--- config.mk ---
export PLATFORM = sky130hd
export DESIGN_NAME = sram_wr_seq
export DESIGN_NICKNAME = d
export VERILOG_FILES = /design/src/rtl/sram_wr_pkg.sv /design/src/rtl/sram_wr_ctrl.sv /design/src/rtl/sram_wr_dpath.sv /design/src/rtl/sram_wr_seq.sv
export SDC_FILE = /design/constraint.sdc
export NUM_CORES = 1
export LEC_CHECK = 0
export BUFFER_PORTS_ARGS = -buffer_cell sky130_fd_sc_hd__buf_4
export CAP_MARGIN = 20
export CORE_ASPECT_RATIO = 1.75
export CORE_MARGIN = 2
export CORE_UTILIZATION = 40
export CTS_BUF_LIST = sky130_fd_sc_hd__clkbuf_16
export DETAILED_ROUTE_END_ITERATION = 10
export GPL_TIMING_DRIVEN = 0
export SYNTH_ARGS = -nofsm -noshare
export SYNTH_HDL_FRONTEND = slang
export SYNTH_SLANG_ARGS = --single-unit
--- constraint.sdc ---
create_clock -name clk -period 13.75 [get_ports clk]
set_clock_uncertainty 0.2 [all_clocks]
set_input_delay 0.6875 -clock clk [delete_from_list [all_inputs] [get_ports clk]]
set_output_delay 0.6875 -clock clk [all_outputs]
set_load 0.005 [all_outputs]
--- src/rtl/sram_wr_pkg.sv ---
package sram_wr_pkg;

  // phase of the write sequence
  typedef enum logic [1:0] {
    ST_IDLE,
    ST_SETUP,
    ST_PULSE,
    ST_RECOV
  } seqState_t;

  // control -> datapath strobe bundle (load is used unregistered)
  typedef struct packed {
    logic load;
    logic ceN;
    logic semN;
    logic rwN;
    logic oeN;
    logic drive;
    logic done;
  } strobeSet_t;

endpackage

--- src/rtl/sram_wr_ctrl.sv ---
module sram_wr_ctrl
  import sram_wr_pkg::*;
#(
  parameter int CW = 6
) (
  input  logic          clk,
  input  logic          rstN,
  input  logic          reqValid,
  input  logic          reqSem,
  input  logic          cfgCeMode,
  input  logic          cfgOeLow,
  input  logic [CW-1:0] cfgSetupCnt,
  input  logic [CW-1:0] cfgPulseCnt,
  input  logic [CW-1:0] cfgAddrValidCnt,
  input  logic [CW-1:0] cfgDataSetupCnt,
  input  logic [CW-1:0] cfgTurnoffCnt,
  input  logic [CW-1:0] cfgHoldCnt,
  input  logic [CW-1:0] cfgRecovCnt,
  output logic          reqReady,
  output strobeSet_t    strobes
);

  localparam int KW = CW + 1;
  localparam logic [KW-1:0] ONE = KW'(1);

  seqState_t     state;
  logic [KW-1:0] cnt;
  logic [KW-1:0] aux;
  logic          semR;
  logic          ceModeR;
  logic          oeLowR;
  logic          accept;
  logic          lateDrive;
  logic [KW-1:0] setupLen;
  logic [KW-1:0] pulseLen;
  logic [KW-1:0] recovLen;

  function automatic logic [KW-1:0] maxOf(input logic [KW-1:0] a, input logic [KW-1:0] b);
    return (a > b) ? a : b;
  endfunction

  assign accept    = reqValid && (state == ST_IDLE);
  assign reqReady  = (state == ST_IDLE);
  assign lateDrive = !ceModeR && oeLowR;

  always_comb begin
    logic [KW-1:0] awRest;
    logic [KW-1:0] turnSum;
    awRest  = (cfgAddrValidCnt > cfgSetupCnt) ? KW'(cfgAddrValidCnt - cfgSetupCnt) : '0;
    turnSum = lateDrive ? (KW'(cfgTurnoffCnt) + KW'(cfgDataSetupCnt)) : '0;
    setupLen = maxOf(KW'(cfgSetupCnt), ONE);
    pulseLen = maxOf(maxOf(KW'(cfgPulseCnt), KW'(cfgDataSetupCnt)),
                     maxOf(maxOf(awRest, turnSum), ONE));
    recovLen = maxOf(maxOf(KW'(cfgRecovCnt), KW'(cfgHoldCnt)), ONE);
  end

  always_ff @(posedge clk or negedge rstN) begin
    if (!rstN) begin
      state   <= ST_IDLE;
      cnt     <= '0;
      aux     <= '0;
      semR    <= 1'b0;
      ceModeR <= 1'b0;
      oeLowR  <= 1'b0;
    end else begin
      case (state)
        ST_IDLE: begin
          if (accept) begin
            semR    <= reqSem;
            ceModeR <= cfgCeMode;
            oeLowR  <= cfgOeLow;
            cnt     <= setupLen;
            state   <= ST_SETUP;
          end
        end
        ST_SETUP: begin
          if (cnt <= ONE) begin
            state <= ST_PULSE;
            cnt   <= pulseLen;
            aux   <= KW'(cfgTurnoffCnt);
          end else begin
            cnt <= cnt - ONE;
          end
        end
        ST_PULSE: begin
          if (aux != '0) aux <= aux - ONE;
          if (cnt <= ONE) begin
            state <= ST_RECOV;
            cnt   <= recovLen;
            aux   <= KW'(cfgHoldCnt);
          end else begin
            cnt <= cnt - ONE;
          end
        end
        default: begin
          if (aux != '0) aux <= aux - ONE;
          if (cnt <= ONE) state <= ST_IDLE;
          else cnt <= cnt - ONE;
        end
      endcase
    end
  end

  always_comb begin
    strobes       = '0;
    strobes.load  = accept;
    strobes.ceN   = 1'b1;
    strobes.semN  = 1'b1;
    strobes.rwN   = 1'b1;
    strobes.oeN   = 1'b1;
    case (state)
      ST_SETUP: begin
        strobes.oeN   = !oeLowR;
        strobes.ceN   = ceModeR || semR;
        strobes.semN  = ceModeR || !semR;
        strobes.rwN   = !ceModeR;
        strobes.drive = !lateDrive;
      end
      ST_PULSE: begin
        strobes.oeN   = !oeLowR;
        strobes.ceN   = semR;
        strobes.semN  = !semR;
        strobes.rwN   = 1'b0;
        strobes.drive = lateDrive ? (aux == '0) : 1'b1;
      end
      ST_RECOV: begin
        strobes.oeN   = !oeLowR;
        strobes.drive = (aux != '0);
        strobes.done  = (cnt <= ONE);
      end
      default: ;
    endcase
  end

  // a taken request closes the handshake on the next cycle
  a_r11_busy_after_accept: assert property (@(posedge clk) disable iff (!rstN)
    (reqValid && reqReady) |=> !reqReady);

  // a completed recovery returns to idle
  a_r10_done_then_idle: assert property (@(posedge clk) disable iff (!rstN)
    strobes.done |=> reqReady);

endmodule

--- src/rtl/sram_wr_dpath.sv ---
module sram_wr_dpath
  import sram_wr_pkg::*;
#(
  parameter int AW = 14,
  parameter int DW = 9
) (
  input  logic          clk,
  input  logic          rstN,
  input  strobeSet_t    strobes,
  input  logic [AW-1:0] reqAddr,
  input  logic [DW-1:0] reqData,
  output logic [AW-1:0] memAddr,
  output logic [DW-1:0] memDout,
  output logic          memDoe,
  output logic          memCeN,
  output logic          memSemN,
  output logic          memRwN,
  output logic          memOeN,
  output logic          done
);

  always_ff @(posedge clk or negedge rstN) begin
    if (!rstN) begin
      memAddr <= '0;
      memDout <= '0;
      memDoe  <= 1'b0;
      memCeN  <= 1'b1;
      memSemN <= 1'b1;
      memRwN  <= 1'b1;
      memOeN  <= 1'b1;
      done    <= 1'b0;
    end else begin
      if (strobes.load) begin
        memAddr <= reqAddr;
        memDout <= reqData;
      end
      memDoe  <= strobes.drive;
      memCeN  <= strobes.ceN;
      memSemN <= strobes.semN;
      memRwN  <= strobes.rwN;
      memOeN  <= strobes.oeN;
      done    <= strobes.done;
    end
  end

  // array and semaphore enables are exclusive
  a_r2_exclusive_enables: assert property (@(posedge clk) disable iff (!rstN)
    !(!memCeN && !memSemN));

  // the address moves only while every write strobe is high
  a_r3_addr_quiet: assert property (@(posedge clk) disable iff (!rstN)
    (memAddr != $past(memAddr)) |-> ($past(memCeN) && $past(memSemN) && $past(memRwN)));

  // read/write and the enable rise in the same cycle
  a_r4_rise_together: assert property (@(posedge clk) disable iff (!rstN)
    $rose(memRwN) |-> (memCeN && memSemN));

  // driven data is stable
  a_r8_data_stable: assert property (@(posedge clk) disable iff (!rstN)
    (memDoe && $past(memDoe)) |-> $stable(memDout));

  // done lasts one cycle
  a_r10_done_single: assert property (@(posedge clk) disable iff (!rstN)
    done |=> !done);

endmodule

--- src/rtl/sram_wr_seq.sv ---
module sram_wr_seq
  import sram_wr_pkg::*;
#(
  parameter int AW = 14,
  parameter int DW = 9,
  parameter int CW = 6
) (
  input  logic          clk,
  input  logic          rstN,
  input  logic          reqValid,
  output logic          reqReady,
  input  logic [AW-1:0] reqAddr,
  input  logic [DW-1:0] reqData,
  input  logic          reqSem,
  input  logic          cfgCeMode,
  input  logic          cfgOeLow,
  input  logic [CW-1:0] cfgSetupCnt,
  input  logic [CW-1:0] cfgPulseCnt,
  input  logic [CW-1:0] cfgAddrValidCnt,
  input  logic [CW-1:0] cfgDataSetupCnt,
  input  logic [CW-1:0] cfgTurnoffCnt,
  input  logic [CW-1:0] cfgHoldCnt,
  input  logic [CW-1:0] cfgRecovCnt,
  output logic [AW-1:0] memAddr,
  output logic [DW-1:0] memDout,
  output logic          memDoe,
  output logic          memCeN,
  output logic          memSemN,
  output logic          memRwN,
  output logic          memOeN,
  output logic          done
);

  strobeSet_t strobes;

  sram_wr_ctrl #(.CW(CW)) i_ctrl (
    .clk(clk), .rstN(rstN), .reqValid(reqValid), .reqSem(reqSem),
    .cfgCeMode(cfgCeMode), .cfgOeLow(cfgOeLow),
    .cfgSetupCnt(cfgSetupCnt), .cfgPulseCnt(cfgPulseCnt),
    .cfgAddrValidCnt(cfgAddrValidCnt), .cfgDataSetupCnt(cfgDataSetupCnt),
    .cfgTurnoffCnt(cfgTurnoffCnt), .cfgHoldCnt(cfgHoldCnt),
    .cfgRecovCnt(cfgRecovCnt), .reqReady(reqReady), .strobes(strobes)
  );

  sram_wr_dpath #(.AW(AW), .DW(DW)) i_dpath (
    .clk(clk), .rstN(rstN), .strobes(strobes), .reqAddr(reqAddr),
    .reqData(reqData), .memAddr(memAddr), .memDout(memDout),
    .memDoe(memDoe), .memCeN(memCeN), .memSemN(memSemN),
    .memRwN(memRwN), .memOeN(memOeN), .done(done)
  );

endmodule

==> results.py, run 1 <==
metrics = {
    "timing": {
        "tightest_slew_ps": 762,
        "max_freq_mhz": 166,
        "fin_tns_setup_ps": 0,
        "final_max_slew_viol_count": 0,
        "relSlewSlack": 0.492,
        "rsz0062_at_grt": "false",
        "setup_ws_ps": 7740,
        "finalSetupViolCount": 0,
        "fin_crit_sh": 0.437,
        "period_needed_ps": 6010,
        "fin_hold_ws_ps": 209,
        "hold_viol": 0,
    },
    "synthesis": {
        "synth.cell_area_sq_um": 4190,
        "yosysSeqAreaShare": 0.288,
        "synth_edf_count": 0,
        "avgSynthCellArea_sq_um": 8.95,
        "netlist.area_leader.share": 0.263,
        "ys_seq_elements": 48,
        "synth_nets": 586,
        "synth_top_flop_cell": "dfrtp_1",
        "ys_warn_count": 0,
        "synth_area_leaders": "dfrtp_1 26%, ha_1 13%, mux2_2 8.6%",
        "synthCells": 468,
        "ys_types": 72,
        "yosys.area.top_type": "dfrtp_1",
        "async_flop_share": 1.00,
    },
    "finish": {
        "fin_nets": 693,
        "final_cell_mix": "101 x buf_4, 45 x ha_1, 44 x dfrtp_1, 38 x inv_1, 35 x a21oi_1",
        "synthToLayoutAreaGrowth_pct": 25.0,
        "final_common_cell": "buf_4",
        "fin_cells": 703,
        "final_area_sq_um": 5230,
        "n_antenna_cell": 0,
        "post-route-util": 0.511,
        "layout-drive-gt1-share": 0.292,
    },
    "global_routing": {
        "antenna_found_initial": 0,
        "grt_pass1_vias": 4127,
        "grt_max_degree": 49,
        "grt_pass1_wl_um": 19600,
        "overflow": 0,
        "grtUsageTotal": 0.225,
    },
    "clock_network": {
        "cts_tree": "yes",
        "cts_resized": 0,
        "path_clk_slew_ps": 60,
        "cts_setup_buffers": 0,
        "cts_buffer_depth": 2,
        "h-tree-depth": 2,
        "clockRootBuffer": "clkbuf_16",
        "postCtsHoldBufs": 0,
        "clock_latency_ps": 290,
        "clkSinkCount": 48,
        "numCtsBuffers": 5,
    },
    "floorplanning": {
        "start_util": 0.409,
        "die_area_sq_um": 11300,
        "chipWidth_um": 81.3,
        "die_h_um": 139,
        "ioPinCount": 101,
        "core_sq_um": 10200,
        "fp-row-count": 49,
    },
    "flow_run": {
        "drv_cap": 0,
    },
    "power_and_ir_drop": {
        "switching_power_mw": 0.438,
        "swShare": 0.433,
        "power_density_nw_per_um2": 194,
        "seq_power_share": 0.264,
        "p_int_mw": 0.575,
        "power_frac_comb": 0.621,
        "finalPower_mw": 1.01,
        "clock_power_share": 0.115,
        "vdd_drop_max_uv": 139,
        "leakagePower_nw": 2.45,
    },
    "worst_setup_path": {
        "cp_max_fo": 10,
        "crit_type": "input port to flop",
        "cp-end-kind": "flop",
        "reg2reg_depth": 22,
        "required_ps": 13780,
        "start_kind": "input port",
        "worstPathArrival_ps": 6040,
    },
    "detailed_routing": {
        "drcViolationCount": 0,
        "initialDrtViolationCount": 97,
        "vias": 3944,
        "wl_per_cell_um": 17.7,
        "wirelength_um": 12400,
        "antenna_left": 0,
        "dr.pass1.iters": 4,
        "avgViaCountPerCell": 5.61,
    },
    "run_status": {
        "status": "complete, no violations",
    },
    "hold_path": {
        "hold_class": "input port to asynchronous set/reset pin",
    },
    "place": {
        "portBuffers": 100,
        "hpwl_um": 10400,
        "gp_congestion": 0.917,
        "placedInstanceArea_sq_um": 5100,
        "dpl_worst_slack_ps": 7440,
        "numPlacedInstances": 695,
    },
}
[critical path, cell delays in order]
cell and delay (ps):
buf_4 100, inv_1 60, ha_1 370, a21o_1 200, a21o_1 210, o22ai_2 390, nor3_1 160, ha_1 340
a211oi_1 250, nor2_1 100, o31ai_1 530, buf_6 220, a41oi_1 190, and3_1 210, o211ai_1 100, nand2_1 90
ha_1 180, nand2b_1 140, a21oi_1 140, o31a_1 120, o22a_2 170, o211ai_2 90, buf_6 160, and2_1 150
o31ai_1 450, o211a_1 220
[kinds of logic (layout without fill, tap and decap cells)]
kind of cell               Yosys count  in the layout  synth area share
DFF                                 48             48             0.288
muxes                               42             42             0.110
adders and majority gates           47             47             0.144
xor gates and xnor gates             6              6            0.0126
AOI/OAI and AO/OA                  136            136             0.217
buffers and inverters               51            159            0.0565
and+or+nand+nor                    138            138             0.172
[flip-flops by register name (all words and copies together), names as in the netlist, 2 cells and up]
signal and count:
i_dpath.memAddr 14, i_dpath.memDout 9, i_ctrl.state 2, i_ctrl.aux 7
i_ctrl.cnt 7
[area by class of cell]
type | count | area (sq um)
buffer | 15 | 101
clock buffer | 5 | 125
clock inverter | 3 | 11.3
fill | 991 | 5000
inverter | 36 | 135
multi-input combinational | 369 | 2750
sequential | 48 | 1210
tap | 127 | 159
timing repair buffer | 100 | 751
[cell usage after synthesis (6+ instances only)]
| cell type | number |
|---|---|
| ha_1 | 45 |
| dfrtp_1 | 44 |
| inv_1 | 36 |
| a21oi_1 | 35 |
| nor2_1 | 34 |
| mux2_2 | 32 |
| o21ai_0 | 29 |
| nand2_1 | 26 |
| nor3_1 | 13 |
| mux2i_1 | 10 |
| nor2b_1 | 10 |
| nand3_1 | 9 |
| clkbuf_1 | 8 |
| nand2b_1 | 8 |
| o21a_1 | 7 |
| o21ai_1 | 7 |
| a21o_1 | 6 |
[path summary, 6_finish.rpt]
check,from,endpoint,slack [ps]
min in group clk,i_ctrl.oeLowR$_DFFE_PN0P_,i_dpath.memOeN$_DFF_PN1_,280
max reg2reg,i_ctrl.ceModeR$_DFFE_PN0P_,i_ctrl.cnt[4]$_DFFE_PN0P_,8430
min reg2reg,i_ctrl.oeLowR$_DFFE_PN0P_,i_dpath.memOeN$_DFF_PN1_,280
max,cfgSetupCnt[4],i_ctrl.cnt[4]$_DFFE_PN0P_,7740
max in group asynchronous,rstN,i_dpath.memAddr[11]$_DFFE_PN0P_,12720
min,rstN,i_ctrl.aux[5]$_DFFE_PN0P_,210
[per-layer routing]
metal  global-route usage  routed length [um]  vias up
met5                    0                   0        -
met4                0.117                 539        0
met3               0.0370                 544       28
met2                0.437                7080      113
met1                0.211                4270     1883
li1                     -                   -     1920
[power by group through the flow]
| stage | logic, mW | clock network (mW) | registers, mW |
|---|---|---|---|
| global route | 0.697 | 0.126 | 0.277 |
| finish | 0.630 | 0.116 | 0.267 |
| CTS | 0.632 | 0.121 | 0.268 |
| detailed placement | 0.630 | 0 | 0.268 |
| floorplan | 0.416 | 0 | 0.261 |
| global placement | 0.619 | 0 | 0.265 |
(Power assumes the default switching activity.)
==> run 2: changes to the inputs <==
--- a/config.mk
+++ b/config.mk
@@ -5,6 +5,7 @@
 export SDC_FILE = /design/constraint.sdc
 export NUM_CORES = 1
 export LEC_CHECK = 0
+export ABC_AREA = 1
 export BUFFER_PORTS_ARGS = -buffer_cell sky130_fd_sc_hd__buf_4
 export CAP_MARGIN = 20
 export CORE_ASPECT_RATIO = 1.75
==> constraint.sdc (replaced) <==
create_clock -name clk -period 5.45 [get_ports clk]
set_clock_uncertainty 0.2 [all_clocks]
set_input_delay 0.2725 -clock clk [delete_from_list [all_inputs] [get_ports clk]]
set_output_delay 0.2725 -clock clk [all_outputs]
set_load 0.005 [all_outputs]
==> run 2 against run 1 <==
Clock-buffer cell count unchanged. Sequential power up 33%. Routed wire length down 8.1%. Via count up 2.7%. Clock power rose to 3.0 times the previous value. Sequential share of layout area down 0.49 points. First-iteration DRC count down 8.2%. Utilization up 0.79 points. Global-route usage down 1.8 points.
==> results.py, run 2 <==
metrics = {
    "synthesis": {
        "synthCells": 570,
        "yosys.area.top_type": "dfrtp_1",
        "yosys.area_share.simple": 0.263,
        "synthMuxAreaShare": 0.0661,
        "synthAdderAreaFrac": 0.142,
        "synth_top_flop_cell": "dfrtp_1",
        "netlist.area_leader.share": 0.259,
        "yosysMostFrequentCell": "nand2_1",
        "synth_common_cells": "134 x nand2_1, 83 x inv_1, 52 x nor2_1, 45 x ha_1, 44 x dfrtp_1",
        "synth_edf_count": 0,
        "avgSynthCellArea_sq_um": 7.47,
        "synth_nets": 688,
        "ys_warn_count": 0,
        "synth-xor-area-share": 0.0165,
        "synth_top_family_by_area": "simple AND/OR/NAND/NOR gates",
        "ys_seq_elements": 48,
        "synth_compound_area_frac": 0.134,
        "synth.cell_area_sq_um": 4260,
        "yosysSeqAreaShare": 0.283,
        "synth_area_leaders": "dfrtp_1 26%, ha_1 13%, nand2_1 12%",
        "ys_types": 51,
        "async_flop_share": 1.00,
    },
    "floorplanning": {
        "die_h_um": 141,
        "ioPinCount": 101,
        "die_area_sq_um": 11500,
        "fp-row-count": 49,
        "chipWidth_um": 82,
        "start_util": 0.414,
        "core_sq_um": 10300,
    },
    "detailed_routing": {
        "drcViolationCount": 0,
        "wirelength_um": 11400,
        "avgViaCountPerCell": 5.03,
        "wl_per_cell_um": 14.2,
        "vias": 4052,
        "antenna_left": 0,
        "dr.pass1.iters": 4,
        "initialDrtViolationCount": 89,
    },
    "run_status": {
        "status": "complete, no violations",
    },
    "place": {
        "gp_congestion": 0.889,
        "numPlacedInstances": 797,
        "hpwl_um": 9740,
        "placedInstanceArea_sq_um": 5170,
        "portBuffers": 100,
    },
    "clock_network": {
        "clock_latency_ps": 290,
        "clkSinkCount": 48,
        "numCtsBuffers": 5,
        "clockRootBuffer": "clkbuf_16",
        "path_clk_slew_ps": 60,
        "h-tree-depth": 2,
        "cts_buffer_depth": 2,
        "cts_tree": "yes",
    },
    "timing": {
        "relSlewSlack": 0.600,
        "rsz0062_at_grt": "false",
        "fin_crit_sh": 0.809,
        "fin_tns_setup_ps": 0,
        "hold_viol": 0,
        "max_freq_mhz": 227,
        "period_needed_ps": 4410,
        "tightest_slew_ps": 600,
        "finalSetupViolCount": 0,
        "final_max_slew_viol_count": 0,
    },
    "worst_setup_path": {
        "cp-end-kind": "flop",
        "worstPathArrival_ps": 4380,
        "slowest_delay_ps": 400,
        "reg2reg_depth": 30,
        "start_kind": "flop",
        "crit_type": "flop to flop",
        "cp_common_cell": "nand2_1",
        "r2r_slack_ps": 1040,
        "cp_max_fo": 9,
        "r2r-end": "i_ctrl.cnt[5]$_DFFE_PN0P_",
        "slowest_stage": "dfrtp_1",
        "regToRegStartpoint": "i_ctrl.ceModeR$_DFFE_PN0P_",
        "required_ps": 5420,
    },
    "finish": {
        "final_area_sq_um": 5350,
        "fin_nets": 796,
        "max_flop_register": "i_dpath.memAddr",
        "fillers": 1051,
        "post-route-util": 0.519,
        "final_common_cell": "nand2_1",
        "top_regs": "i_dpath.memAddr x14, i_dpath.memDout x9",
        "largest_reg_flops": 14,
        "n_antenna_cell": 0,
        "fin_cells": 806,
        "final_cell_mix": "134 x nand2_1, 100 x buf_4, 83 x inv_1, 52 x nor2_1, 45 x ha_1",
        "layout-drive-gt1-share": 0.274,
        "synthToLayoutAreaGrowth_pct": 25.5,
    },
    "global_routing": {
        "grtUsageTotal": 0.207,
        "grt_pass1_vias": 4160,
        "overflow": 0,
        "grt_max_degree": 49,
        "antenna_found_initial": 0,
        "grt_pass1_wl_um": 18500,
    },
    "flow_run": {
        "drv_cap": 0,
    },
    "power_and_ir_drop": {
        "p_int_mw": 0.707,
        "power_density_nw_per_um2": 196,
        "clock_power_share": 0.331,
        "switching_power_mw": 0.343,
        "swShare": 0.327,
        "seq_power_share": 0.339,
        "leakagePower_nw": 2.99,
        "vdd_drop_max_uv": 241,
        "power_frac_comb": 0.330,
    },
    "hold_path": {
        "hold_start": "reqData[8]",
        "hold_class": "input port to flop",
        "hold_depth": 2,
        "whs_endpoint": "i_dpath.memDout[8]$_DFFE_PN0P_",
    },
}
==> run 2: cell types whose count changed in the layout (fill, tap and decap cells not counted), sizes merged, moves of 6 or more <==
cell    before  now
nand2       26  141
inv         38   93
nor2        38   60
nand3       10   24
mux2i       10    0
nor2b       10    0
nor3        14    5
nand2b       8    0
mux2        32   25
a21o         7    1
o21a         7    1
==> run 2: final cells by class <==
type	instances	area [sq um]	share of cell area
Tap cell	127	159	0.0297
Buffer	10	51.3	0.00960
Clock inverter	3	42.5	0.00796
Timing Repair Buffer	101	761	0.142
Multi-Input combinational cell	418	2650	0.495
Sequential cell	48	1210	0.226
Clock buffer	5	125	0.0234
Inverter	94	354	0.0662
==> run 2: through the flow <==
step / setup WS (ps) / power, mW / hold slack [ps]
2_1_floorplan: 1420 / 0.597 / -223
3_3_place_gp: 820 / 0.700 / 120
3_5_place_dp: 809 / 0.709 / 120
4_1_cts: 1080 / 1.07 / 1.61
5_1_grt: 606 / 1.12 / 5.73
6_report: 1040 / 1.05 / 8.40
==> run 2: cell families (layout without fill, tap and decap cells) <==
family	Yosys count	in the layout
flip-flops	48	48
AND/OR/NAND/NOR	244	244
adder cells (fa/ha/maj)	47	47
XOR/XNOR	8	8
AO/OA/AOI/OAI	94	94
buffers and inverters	104	213
multiplexers	25	25
==> run 2: worst max-delay path, delay by kind of cell (launching register included) <==
kind	cells	cell delay (ps)
compound gates	4	720
fa+ha+maj	2	460
buf+inv	4	530
flops	1	400
simple gates	20	1970
==> run 2: worst max-delay path by stage <==
stage / from / to / slack (ps) / cells after the start
6_report: i_ctrl.ceModeR$_DFFE_PN0P_ / i_ctrl.cnt[5]$_DFFE_PN0P_ / 1040 / 30
5_1_grt: cfgSetupCnt[0] / i_ctrl.cnt[0]$_DFFE_PN0P_ / 610 / 42
4_1_cts: i_ctrl.ceModeR$_DFFE_PN0P_ / i_ctrl.cnt[5]$_DFFE_PN0P_ / 1080 / 30
3_5_place_dp: cfgSetupCnt[4] / i_ctrl.cnt[0]$_DFFE_PN0P_ / 810 / 38
3_3_place_gp: cfgSetupCnt[4] / i_ctrl.cnt[0]$_DFFE_PN0P_ / 820 / 42
2_1_floorplan: cfgSetupCnt[4] / i_ctrl.cnt[0]$_DFFE_PN0P_ / 1420 / 37
==> run 2: timing repair <==
action / in CTS / in global routing
endpoints found under the hold margin: 44 / 0
hold buffers: 1 / 0
gates resized for setup: 0 / 0
setup buffers: 0 / 0
==> run 2: layer usage <==
layer  GRT usage  wire length (um)  up-vias
li1            -                 -     2058
met1       0.195              3970     1865
met2       0.405              6480       99
met3      0.0341               482       30
met4       0.101               481        0
met5           0                 0        -
==> run 2: power groups by stage <==
| stage | combinational, mW | clock, mW | sequential, mW |
|---|---|---|---|
| after floorplan | 0.234 | 0 | 0.363 |
| after global placement | 0.337 | 0 | 0.363 |
| after detailed placement | 0.346 | 0 | 0.363 |
| after CTS | 0.348 | 0.362 | 0.356 |
| after global routing | 0.394 | 0.369 | 0.356 |
| final | 0.346 | 0.348 | 0.356 |
